<file path="config.mk">
export PLATFORM = sky130hd
export DESIGN_NAME = lcd_irq_agg
export DESIGN_NICKNAME = d
export VERILOG_FILES = /design/src/rtl/lcd_irq_pkg.sv /design/src/rtl/lcd_irq_ctrl.sv /design/src/rtl/lcd_irq_dpath.sv /design/src/rtl/lcd_irq_agg.sv
export SDC_FILE = /design/constraint.sdc
export NUM_CORES = 1
export LEC_CHECK = 0
export CORE_AREA = 3 3 134 136
export CTS_CLUSTER_SIZE = 24
export DETAILED_ROUTE_END_ITERATION = 7
export DIE_AREA = 0 0 137 139
export DONT_BUFFER_PORTS = 1
export GPL_TIMING_DRIVEN = 0
export PLACE_DENSITY = 0.65
export SKIP_LAST_GASP = 1
export SYNTH_ARGS = -nofsm -noshare
export SYNTH_HDL_FRONTEND = slang
export SYNTH_SLANG_ARGS = --single-unit
</file>
<file path="constraint.sdc">
create_clock -name clk -period 2.1 [get_ports clk]
set_input_delay 0.21 -clock clk [delete_from_list [all_inputs] [get_ports clk]]
set_output_delay 0.21 -clock clk [all_outputs]
set_load 0.02 [all_outputs]
</file>
<file path="src/rtl/lcd_irq_pkg.sv">
package lcd_irq_pkg;
  localparam int REG_W = 32;
  localparam int ID_W  = 32;
  localparam int CHF_W = 3;   // width of bus-error channel field

  // register address codes
  localparam logic [2:0] ADDR_CTL0  = 3'd0;
  localparam logic [2:0] ADDR_CTL5  = 3'd1;
  localparam logic [2:0] ADDR_STAT0 = 3'd2;
  localparam logic [2:0] ADDR_STAT1 = 3'd3;
  localparam logic [2:0] ADDR_INTID = 3'd4;

  // write keep / clear masks
  localparam logic [REG_W-1:0] CTL0_KEEP = 32'h07ff_ffff;
  localparam logic [REG_W-1:0] CTL5_KEEP = 32'h3f3f_3f3f;
  localparam logic [REG_W-1:0] CLR0_KEEP = 32'h0000_0fff;
  localparam logic [REG_W-1:0] CLR1_KEEP = 32'h003e_3f3f;

  // primary status bit positions
  localparam int S_DONE = 0;
  localparam int S_SOF0 = 1;
  localparam int S_BER  = 2;
  localparam int S_ACB  = 3;
  localparam int S_IU0  = 4;
  localparam int S_IU1  = 5;
  localparam int S_OU   = 6;
  localparam int S_QD   = 7;
  localparam int S_EOF0 = 8;
  localparam int S_BS0  = 9;
  localparam int S_SINT = 10;
  localparam int S_RDST = 11;
  localparam int S_CMD  = 12;
  localparam int S_CHLO = 28;

  // primary control bit positions
  localparam int C_EN    = 0;
  localparam int C_MDONE = 3;
  localparam int C_MSOF  = 4;
  localparam int C_MIU0  = 5;
  localparam int C_MEOF  = 6;
  localparam int C_MQD   = 11;
  localparam int C_MBS   = 20;
  localparam int C_MOU   = 21;
  localparam int C_MRDST = 23;
  localparam int C_MCMD  = 24;
  localparam int M_IU1   = 24;  // in mask word

  // secondary word offsets for channel c >= 1
  localparam int OFS_SOF = -1;
  localparam int OFS_EOF = 7;
  localparam int OFS_BS  = 15;
  localparam int OFS_IU  = 23;

  typedef struct packed {
    logic [REG_W-1:0] set0;
    logic [REG_W-1:0] set1;
    logic [REG_W-1:0] clr0;
    logic [REG_W-1:0] clr1;
    logic             berHit;
    logic [CHF_W-1:0] berCh;
    logic             idLoad;
    logic [ID_W-1:0]  idVal;
    logic             ctl0Wr;
    logic             ctl5Wr;
    logic [REG_W-1:0] wrVal;
  } strobe_t;
endpackage

</file>
<file path="src/rtl/lcd_irq_ctrl.sv">
module lcd_irq_ctrl
  import lcd_irq_pkg::*;
#(
  parameter int NCH = 7
) (
  input  logic                regWr,
  input  logic [2:0]          regAddr,
  input  logic [REG_W-1:0]    regWrData,
  input  logic [NCH-1:0]      sofEv,
  input  logic [NCH-1:0]      eofEv,
  input  logic [NCH-1:0]      sofCmdEn,
  input  logic [NCH-1:0]      eofCmdEn,
  input  logic [NCH-1:0]      branchEv,
  input  logic [NCH-1:0]      busErrEv,
  input  logic [NCH-1:0]      chUnderEv,
  input  logic [NCH*ID_W-1:0] frameIds,
  input  logic                evDone,
  input  logic                evAcBias,
  input  logic                evUnder1,
  input  logic                evOutUnder,
  input  logic                evReadStat,
  input  logic                evCmd,
  input  logic                irqQ,
  input  logic                ctlEnable,
  input  logic                rdstMask,
  input  logic [NCH-1:0]      sofMask,
  input  logic [NCH-1:0]      eofMask,
  input  logic [NCH-1:0]      brMask,
  output strobe_t             strb
);
  localparam int SEL_W = (NCH > 1) ? $clog2(NCH) : 1;

  logic [NCH-1:0] sofHit, eofHit, wantId;
  logic [SEL_W-1:0] idSel, berSel;
  logic anyWant;

  for (genvar c = 0; c < NCH; c++) begin : g_ch
    assign sofHit[c] = sofEv[c] & sofCmdEn[c];
    assign eofHit[c] = eofEv[c] & eofCmdEn[c];
    assign wantId[c] = (sofHit[c] & ~sofMask[c]) |
                       (eofHit[c] & ~eofMask[c]) |
                       (branchEv[c] & ~brMask[c]) |
                       busErrEv[c];
  end

  assign anyWant = |wantId;

  // lowest channel wins
  always_comb begin
    idSel  = '0;
    berSel = '0;
    for (int c = NCH - 1; c >= 0; c--) begin
      if (wantId[c])   idSel  = SEL_W'(c);
      if (busErrEv[c]) berSel = SEL_W'(c);
    end
  end

  always_comb begin
    strb        = '0;
    strb.wrVal  = regWrData;
    strb.ctl0Wr = regWr && (regAddr == ADDR_CTL0);
    strb.ctl5Wr = regWr && (regAddr == ADDR_CTL5);
    if (regWr && (regAddr == ADDR_STAT0)) strb.clr0 = regWrData & CLR0_KEEP;
    if (regWr && (regAddr == ADDR_STAT1)) strb.clr1 = regWrData & CLR1_KEEP;

    strb.set0[S_DONE] = evDone;
    strb.set0[S_SOF0] = sofHit[0];
    strb.set0[S_BER]  = |busErrEv;
    strb.set0[S_ACB]  = evAcBias;
    strb.set0[S_IU0]  = chUnderEv[0];
    strb.set0[S_IU1]  = evUnder1;
    strb.set0[S_OU]   = evOutUnder;
    strb.set0[S_QD]   = strb.ctl0Wr && ctlEnable && !regWrData[C_EN];
    strb.set0[S_EOF0] = eofHit[0];
    strb.set0[S_BS0]  = branchEv[0];
    strb.set0[S_RDST] = evReadStat;
    strb.set0[S_CMD]  = evCmd;
    strb.set0[S_SINT] = (anyWant && irqQ) ||
                        (evReadStat && irqQ && !rdstMask);

    for (int c = 1; c < NCH; c++) begin
      strb.set1[c + OFS_SOF] = sofHit[c];
      strb.set1[c + OFS_EOF] = eofHit[c];
      strb.set1[c + OFS_BS]  = branchEv[c];
      strb.set1[c + OFS_IU]  = chUnderEv[c];
    end

    strb.berHit = |busErrEv;
    strb.berCh  = CHF_W'(berSel);
    strb.idLoad = anyWant && !irqQ;
    strb.idVal  = frameIds[idSel*ID_W +: ID_W];
  end
endmodule

</file>
<file path="src/rtl/lcd_irq_dpath.sv">
module lcd_irq_dpath
  import lcd_irq_pkg::*;
#(
  parameter int NCH = 7
) (
  input  logic             clk,
  input  logic             rstN,
  input  strobe_t          strb,
  input  logic [2:0]       regAddr,
  output logic [REG_W-1:0] regRdData,
  output logic             irqQ,
  output logic             ctlEnable,
  output logic             rdstMask,
  output logic [NCH-1:0]   sofMask,
  output logic [NCH-1:0]   eofMask,
  output logic [NCH-1:0]   brMask
);
  logic [REG_W-1:0] ctl0Q, ctl5Q, stat0Q, stat1Q;
  logic [ID_W-1:0]  idQ;
  logic [REG_W-1:0] stat0Nxt;
  logic             level;

  assign ctlEnable = ctl0Q[C_EN];
  assign rdstMask  = ctl0Q[C_MRDST];

  for (genvar c = 0; c < NCH; c++) begin : g_mask
    if (c == 0) begin : g_base
      assign sofMask[c] = ctl0Q[C_MSOF];
      assign eofMask[c] = ctl0Q[C_MEOF];
      assign brMask[c]  = ctl0Q[C_MBS];
    end else begin : g_ext
      assign sofMask[c] = ctl5Q[c + OFS_SOF];
      assign eofMask[c] = ctl5Q[c + OFS_EOF];
      assign brMask[c]  = ctl5Q[c + OFS_BS];
    end
  end

  always_comb begin
    stat0Nxt = (stat0Q & ~strb.clr0) | strb.set0;
    if (strb.berHit)
      stat0Nxt[S_CHLO +: CHF_W] = strb.berCh;
    else if (strb.clr0[S_BER])
      stat0Nxt[S_CHLO +: CHF_W] = '0;
  end

  assign level =
      (stat0Q[S_DONE] & ~ctl0Q[C_MDONE]) |
      (stat0Q[S_SOF0] & ~ctl0Q[C_MSOF])  |
      (stat0Q[S_IU0]  & ~ctl0Q[C_MIU0])  |
      (stat0Q[S_IU1]  & ~ctl5Q[M_IU1])   |
      (stat0Q[S_OU]   & ~ctl0Q[C_MOU])   |
      (stat0Q[S_QD]   & ~ctl0Q[C_MQD])   |
      (stat0Q[S_EOF0] & ~ctl0Q[C_MEOF])  |
      (stat0Q[S_BS0]  & ~ctl0Q[C_MBS])   |
      (stat0Q[S_RDST] & ~ctl0Q[C_MRDST]) |
      (stat0Q[S_CMD]  & ~ctl0Q[C_MCMD])  |
      (|(stat1Q & ~ctl5Q));

  always_ff @(posedge clk) begin
    if (!rstN) begin
      ctl0Q  <= '0;
      ctl5Q  <= '0;
      stat0Q <= '0;
      stat1Q <= '0;
      idQ    <= '0;
      irqQ   <= 1'b0;
    end else begin
      if (strb.ctl0Wr) ctl0Q <= strb.wrVal & CTL0_KEEP;
      if (strb.ctl5Wr) ctl5Q <= strb.wrVal & CTL5_KEEP;
      stat0Q <= stat0Nxt;
      stat1Q <= (stat1Q & ~strb.clr1) | strb.set1;
      if (strb.idLoad) idQ <= strb.idVal;
      irqQ <= level;
    end
  end

  always_comb begin
    case (regAddr)
      ADDR_CTL0:  regRdData = ctl0Q;
      ADDR_CTL5:  regRdData = ctl5Q;
      ADDR_STAT0: regRdData = stat0Q;
      ADDR_STAT1: regRdData = stat1Q;
      ADDR_INTID: regRdData = idQ;
      default:    regRdData = '0;
    endcase
  end

  // empty status words give a low line on the next cycle
  a_r3_idle_low: assert property (@(posedge clk) disable iff (!rstN)
    (stat0Q == '0 && stat1Q == '0) |=> !irqQ);

  // enable falling through a write raises quick-disable
  a_r4_quick_disable: assert property (@(posedge clk) disable iff (!rstN)
    (strb.ctl0Wr && ctl0Q[C_EN] && !strb.wrVal[C_EN]) |=> stat0Q[S_QD]);

  // ID register moves only while the line was low
  a_r6_id_when_low: assert property (@(posedge clk) disable iff (!rstN)
    !$stable(idQ) |-> !$past(irqQ));

  // subsequent-interrupt bit rises only while the line was high
  a_r7_sint_when_high: assert property (@(posedge clk) disable iff (!rstN)
    $rose(stat0Q[S_SINT]) |-> $past(irqQ));

  // bus error records flag and channel
  a_r9_ber_record: assert property (@(posedge clk) disable iff (!rstN)
    strb.berHit |=> (stat0Q[S_BER] &&
                     stat0Q[S_CHLO +: CHF_W] == $past(strb.berCh)));

  // without a status write, no primary bit drops
  a_r11_sticky: assert property (@(posedge clk) disable iff (!rstN)
    (strb.clr0 == '0) |=> ((stat0Q[S_CMD:0] & $past(stat0Q[S_CMD:0]))
                           == $past(stat0Q[S_CMD:0])));
endmodule

</file>
<file path="src/rtl/lcd_irq_agg.sv">
module lcd_irq_agg
  import lcd_irq_pkg::*;
#(
  parameter int NCH = 7
) (
  input  logic                clk,
  input  logic                rstN,
  input  logic                regWr,
  input  logic [2:0]          regAddr,
  input  logic [REG_W-1:0]    regWrData,
  output logic [REG_W-1:0]    regRdData,
  input  logic [NCH-1:0]      sofEv,
  input  logic [NCH-1:0]      eofEv,
  input  logic [NCH-1:0]      sofCmdEn,
  input  logic [NCH-1:0]      eofCmdEn,
  input  logic [NCH-1:0]      branchEv,
  input  logic [NCH-1:0]      busErrEv,
  input  logic [NCH-1:0]      chUnderEv,
  input  logic [NCH*ID_W-1:0] frameIds,
  input  logic                evDone,
  input  logic                evAcBias,
  input  logic                evUnder1,
  input  logic                evOutUnder,
  input  logic                evReadStat,
  input  logic                evCmd,
  output logic                irqOut
);
  strobe_t        strb;
  logic           irqQ, ctlEnable, rdstMask;
  logic [NCH-1:0] sofMask, eofMask, brMask;

  lcd_irq_ctrl #(.NCH(NCH)) u_ctrl (
    .regWr(regWr), .regAddr(regAddr), .regWrData(regWrData),
    .sofEv(sofEv), .eofEv(eofEv), .sofCmdEn(sofCmdEn), .eofCmdEn(eofCmdEn),
    .branchEv(branchEv), .busErrEv(busErrEv), .chUnderEv(chUnderEv),
    .frameIds(frameIds), .evDone(evDone), .evAcBias(evAcBias),
    .evUnder1(evUnder1), .evOutUnder(evOutUnder), .evReadStat(evReadStat),
    .evCmd(evCmd), .irqQ(irqQ), .ctlEnable(ctlEnable), .rdstMask(rdstMask),
    .sofMask(sofMask), .eofMask(eofMask), .brMask(brMask), .strb(strb)
  );

  lcd_irq_dpath #(.NCH(NCH)) u_dpath (
    .clk(clk), .rstN(rstN), .strb(strb), .regAddr(regAddr),
    .regRdData(regRdData), .irqQ(irqQ), .ctlEnable(ctlEnable),
    .rdstMask(rdstMask), .sofMask(sofMask), .eofMask(eofMask),
    .brMask(brMask)
  );

  assign irqOut = irqQ;

  initial begin
    a_r9_field_fits: assert (NCH >= 1 && NCH <= 7);
  end
endmodule

</file>
== Word-level counts from Yosys, hierarchy flattened ==
Cells that the tools add are included.

* Flip-flop bits (word level): 148
* Latch bits: 0
* Bits in writable memories: 0
* Bits in read-only memories: 0
* Input bits: 317
* Output and inout bits: 33
* Memories: 0

* Add/sub/neg operators: 0
* Multiply operators: 0
* Divide/modulo/power cells: 0
* $lt $le $gt $ge: 0
* Eq/ne operators: 4
* Shift-type cells: 1
* Muxes and demuxes: 19
* Bitwise gates (word level): 112
* Reductions and logical operators: 18

{| class="wikitable"
|+ Operators by type and width
! kind !! number
|-
| indexed part select 224 x 9 -> 32 bit || 1
|-
| one-hot mux 32 bit (5 select lines) || 1
|-
| AND 32 bit || 3
|-
| 2-to-1 mux 3 bit || 16
|-
| AND 1 bit || 45
|-
| NOT 12 -> 32 bit || 1
|-
| NOT 22 -> 32 bit || 1
|-
| NOT 30 -> 32 bit || 1
|-
| OR 32 x 13 -> 32 bit || 1
|-
| OR 32 x 30 -> 32 bit || 1
|-
| OR reduction 32 bit || 1
|-
| OR 1 bit || 31
|-
| NOT 1 bit || 28
|-
| 2-to-1 mux 22 bit || 1
|-
| OR reduction 7 bit || 2
|-
| 2-to-1 mux 12 bit || 1
|-
| logical AND 1 bit || 10
|-
| equality test 3 x 2 -> 1 bit, second input constant || 2
|-
| equality test 3 x 1 -> 1 bit, second input constant || 1
|-
| equality test 3 bit, second input constant || 1
|-
| zero test 1 bit || 3
|-
| zero test 3 bit || 1
|-
| logical OR 1 bit || 1
|}

== Longest topological paths before layout ==
* Word-level depth: 13
* Depth in mapped cells: 9

== Hierarchy ==
From an unflattened synthesis, not the netlist that was laid out.

* Cell total of the unflattened synthesis: 1315
* Area total of the unflattened synthesis: 11006.8 µm²

{| class="wikitable"
|+ By module, submodules not included
! module !! times used !! cells an instance !! area each (µm²) !! sequential area each (µm²)
|-
| lcd_irq_dpath || 1 || 711 || 6830.3 || 2962.8
|-
| lcd_irq_ctrl || 1 || 604 || 4176.5 || 0.0
|}

== Least setup slack after synthesis ==
No wires, ideal clock.

* Path kind: register to register
* Start point: reg u_dpath.ctl5Q[19]
* End point: reg u_dpath.idQ[0]
* Arrival time: 2.051 ns
* Data required time: 1.983 ns
* Path slack: -0.068 ns
* Stages on the path, launching flop included: 9
* Buffers on the path: 1
* Clock period less this slack: 2.168 ns
* Cells stage by stage: dfxtp_1 > nand2b_1 > o2111ai_1 > or3_1 > a21oi_2 > buf_2 > mux2i_1 > o211ai_1 > a32o_1

* Cells in the longest elaborated chain, start to end: 10
* Elaborated cells between the ends (all ways): 12
* Those cells by class: 1 x shift; 5 x mux; 4 x bitwise; 2 x reduce/logical

{| class="wikitable"
|+ RTL lines
! item !! RTL line !! source
|-
| start, declared || lcd_irq_dpath.sv:18 || <nowiki>logic [REG_W-1:0] ctl0Q, ctl5Q, stat0Q, stat1Q;</nowiki>
|-
| start signal, assigned || lcd_irq_dpath.sv:69 || <nowiki>if (strb.ctl5Wr) ctl5Q <= strb.wrVal & CTL5_KEEP;</nowiki>
|-
| NOT 1 bit * || lcd_irq_ctrl.sv:42 || <nowiki>(branchEv[c] & ~brMask[c]) |</nowiki>
|-
| AND 1 bit * || lcd_irq_ctrl.sv:42 ||
|-
| OR 1 bit * || lcd_irq_ctrl.sv:41 || <nowiki>(eofHit[c] & ~eofMask[c]) |</nowiki>
|-
| OR 1 bit * || lcd_irq_ctrl.sv:42 ||
|-
| 2-to-1 mux 3 bit (5 in a row) || lcd_irq_ctrl.sv:53 || <nowiki>if (wantId[c]) idSel = SEL_W'(c);</nowiki>
|-
| indexed part select 224 x 9 -> 32 bit || lcd_irq_ctrl.sv:91 || <nowiki>strb.idVal = frameIds[idSel*ID_W +: ID_W];</nowiki>
|-
| end signal, assigned || lcd_irq_dpath.sv:72 || <nowiki>if (strb.idLoad) idQ <= strb.idVal;</nowiki>
|-
| end, declared || lcd_irq_dpath.sv:19 || <nowiki>logic [ID_W-1:0] idQ;</nowiki>
|}

Every way passes the cells marked *; elsewhere a longest branch is shown, timed or not.
A chain may end at the register's enable or synchronous reset.

== Worst setup path in the final report ==
* Start point: reg u_dpath.ctl5Q[4]
* End point: reg u_dpath.idQ[22]

* Cells in the longest elaborated chain, start to end: 12
* Elaborated cells between the ends (all ways): 14
* Those cells by class: 1 x shift; 6 x mux; 5 x bitwise; 2 x reduce/logical

{| class="wikitable"
|+ RTL lines
! item !! RTL line !! source
|-
| NOT 1 bit * || lcd_irq_ctrl.sv:40 || <nowiki>assign wantId[c] = (sofHit[c] & ~sofMask[c]) |</nowiki>
|-
| AND 1 bit * || lcd_irq_ctrl.sv:40 ||
|-
| OR 1 bit * || lcd_irq_ctrl.sv:40 ||
|-
| OR 1 bit * || lcd_irq_ctrl.sv:41 ||
|-
| OR 1 bit * || lcd_irq_ctrl.sv:42 ||
|-
| 2-to-1 mux 3 bit (6 in a row) || lcd_irq_ctrl.sv:53 ||
|-
| indexed part select 224 x 9 -> 32 bit || lcd_irq_ctrl.sv:91 ||
|}

Marks and branches as above.

==> impl_metrics.py <==
metrics = {
    "logic_synthesis": {
        "yosysMostFrequentCell": "nand2_1",
        "ys_async_sr_fraction_pct": 0,
        "synth_edf_count": 0,
        "yosysTopAreaCell": "dfxtp_1",
        "synth_top_area_share_pct": 32.2,
        "ys_seq_area_share_pct": 32.2,
        "synth_common_cells": "nand2_1, dfxtp_1, mux2i_1",
        "syn_nets": 1343,
        "yosys_warnings": 0,
        "synth.distinct_cells": 47,
        "synth_area_sq_mm": 0.00770,
        "ys.flop_type": "dfxtp_1",
        "netlist_instances": 1026,
        "ys_ff_latch": 124,
        "synth.area.top_cells": "dfxtp_1, nand2_1, mux2i_1, a21boi_0, nand3_1",
        "avgSynthCellArea_sq_um": 7.51,
    },
    "route": {
        "avgViaCountPerCell": 6.39,
        "dr.pass1.iters": 5,
        "vias": 8818,
        "ant_nets": 0,
        "drtIter0Drc": 995,
        "wl_per_cell_microns": 26.8,
        "drc": 0,
        "wirelength_microns": 37000,
    },
    "cells_and_area": {
        "postLayoutCoreUtil_pct": 60.3,
        "area_delta_synth_final_pct": 33.5,
        "fillers": 1572,
        "nets": 1460,
        "finalInstanceArea_sq_mm": 0.0103,
        "drive_gt1_share_pct": 16.2,
        "num_antenna_cells": 0,
    },
    "floorplan": {
        "die_area_sq_mm": 0.0190,
        "rows": 48,
        "start_util_pct": 45.2,
        "io_pins": 350,
        "die_w_microns": 137,
        "dieHeight_microns": 139,
        "fp.coreArea_sq_mm": 0.0171,
    },
    "grt": {
        "grt_start_max_net_pins": 17,
        "grt_antenna_before_repair": 1,
        "grt_first_pass_wirelength_microns": 52400,
        "grt_pass1_vias": 8523,
        "grtUsageTotal_pct": 37.1,
        "gr-total-overflow": 0,
    },
    "placement": {
        "portBuffers": 0,
        "dp_hpwl_microns": 28000,
        "pre_cts_ws_ns": -0.882,
        "placed_area_sq_mm": 0.00799,
        "gp_congestion": 1.00,
    },
    "clock_network": {
        "clock_sink_count": 124,
        "clockBufferDepth": 2,
        "clock_tree.root_cell": "clkbuf_16",
        "h-tree-depth": 4,
        "clk_latency_ns": 0.43,
        "cts_tree": "done",
        "numCtsBuffers": 17,
        "clk_pin_slew_ns": 0.06,
    },
    "worst_setup_path": {
        "crit_arrival_ns": 2.72,
        "start_kind": "register",
        "required_ns": 2.42,
        "reg2reg_to": "u_dpath.idQ[22]$_SDFFE_PN0P_",
        "worst_setup_path_end_kind": "register",
        "rrSetupSlack_ns": -0.31,
        "r2r-start": "u_dpath.ctl5Q[4]$_SDFFE_PN0P_",
        "worst-setup-path-type": "reg -> reg",
        "cp_max_fo": 10,
        "ff2ff_path_depth": 9,
    },
    "power_and_ir_drop": {
        "p_int_uw": 4640,
        "clockPowerShare_pct": 44.1,
        "p_sw_uw": 1880,
        "switching_share_pct": 28.8,
        "ir_drop_v": 0.000568,
        "seqPwrFrac_pct": 39.7,
        "p_leak_uw": 0.00363,
        "powerDensity_mw_per_mm2": 634,
        "combPwrFrac_pct": 16.2,
    },
    "timing": {
        "finalSetupViolations": 32,
        "timing_hold_violations_final": 0,
        "slew_headroom_pct": 46.3,
        "post-route-period-util_pct": 115,
        "whs_ns": 0.0120,
        "rsz0062_at_grt": "true",
        "period_needed_ns": 2.41,
        "fin_ws_ns": -0.305,
        "fmax_mhz": 416,
        "drv_slew": 0,
        "fin_skew_ns": 0.0131,
        "worstMarginPinSlew_ns": 0.806,
    },
    "outcome": {
        "outcome": "finished, violations left",
        "violations": "setup timing",
    },
    "min_path": {
        "min_from": "regWrData[18]",
        "holdPathEnd": "u_dpath.stat1Q[18]$_SDFF_PN0_",
        "hold_depth": 3,
        "min_path_type": "in -> reg",
    },
    "flow_run": {
        "cap_violations": 0,
    },
}
-- worst max-delay path: stages (launching register included) --
cell and delay, ns:
dfxtp_2 0.33, nand3b_1 0.22, nand4b_1 0.18, or3_4 0.42, a21oi_4 0.16, buf_12 0.19, buf_12 0.17, mux2i_1 0.24
o211ai_1 0.12, a32o_1 0.27
-- through the flow --
stage	setup TNS [ns]	instances	total power, uW
floorplan	-0.371	1026	3130
global placement	-45.59	1251	3380
detailed placement	-46.52	1251	3390
CTS	-7.81	1376	6460
global route	-9.68	1381	6710
finish	-7.84	1381	6520
-- layout by cell type (no fill, tap or decap), types with 6 or more instances in the layout --
cell             n
mux2i_1         67
clkbuf_8         8
clkinv_4         6
nor2b_1         36
dfxtp_1        116
o211ai_1        33
buf_4           20
a221oi_1         8
a22oi_1         14
nor2_1          36
a32o_1          27
dfxtp_2          7
clkbuf_4         6
clkbuf_2        11
dlygate4sd3_1   79
inv_1           30
nand3_1         59
a21boi_0        55
clkbuf_1        24
clkbuf_16       23
buf_12           6
a22o_1           6
buf_6            7
a31oi_1         26
mux2i_2         12
o21ai_2         11
o22ai_2         10
a21oi_1         43
buf_2           10
o21a_1           8
nand2_1        265
-- area by class of cell --
type / instances / area [sq um] / area share, %
multi-input combinational: 791 / 5130 / 49.9
inverter: 30 / 113 / 1.10
tap: 225 / 282 / 2.74
clock inverter: 13 / 120 / 1.17
sequential: 124 / 2490 / 24.3
timing repair buffer: 101 / 1050 / 10.2
buffer: 78 / 636 / 6.18
clock buffer: 19 / 453 / 4.41
-- flip-flops by register name, summed over array words and instances (netlist names) --
name and count:
u_dpath.stat0Q 16, u_dpath.irqQ 1, u_dpath.ctl0Q 27, u_dpath.ctl5Q 24, u_dpath.stat1Q 24, u_dpath.idQ 32
-- per-layer routing --
metal	GRT usage (%)	part of all wire (%)
met1	49.4	39
met2	56.5	44
met3	12.2	13
met4	12.0	3.4
met5	0	0.054
-- worst max path at each step --
stage                                   endpoint  slack [ns]  depth (start not counted)                          start
finish              u_dpath.idQ[22]$_SDFFE_PN0P_       -0.31                          9  u_dpath.ctl5Q[4]$_SDFFE_PN0P_
global route        u_dpath.idQ[15]$_SDFFE_PN0P_       -0.36                          9  u_dpath.ctl5Q[0]$_SDFFE_PN0P_
CTS                 u_dpath.idQ[26]$_SDFFE_PN0P_       -0.28                          9  u_dpath.ctl5Q[8]$_SDFFE_PN0P_
detailed placement                 regRdData[27]       -0.88                          5                     regAddr[1]
global placement                   regRdData[27]       -0.90                          5                     regAddr[1]
floorplan           u_dpath.idQ[10]$_SDFFE_PN0P_       -0.02                          8  u_dpath.ctl5Q[1]$_SDFFE_PN0P_
-- timing repair --
action	CTS	global route
hold buffers	79	0
setup endpoints to repair	61	91
pin swaps	19	15
cloned	2	3
gates resized for setup	141	64
setup buffers	13	5
endpoints found under the hold margin	87	0
-- power by group through the flow --
stage / sequential [uW] / clock, uW / combinational, uW
2_1_floorplan: 2580 / 0 / 554
3_3_place_gp: 2630 / 0 / 746
3_5_place_dp: 2630 / 0 / 756
4_1_cts: 2580 / 2890 / 986
5_1_grt: 2590 / 3000 / 1120
6_report: 2590 / 2880 / 1050
-- cell families (layout without fill, tap and decap cells) --
family / after synthesis / after routing / share of synthesized area, %
buffers and inverters: 111 / 241 / 5.93
muxes: 83 / 83 / 10.8
and+or+nand+nor: 439 / 439 / 25.4
AOI/OAI and AO/OA: 269 / 269 / 25.6
DFF: 124 / 124 / 32.2
Note: power is estimated with default switching activity, not from simulation.
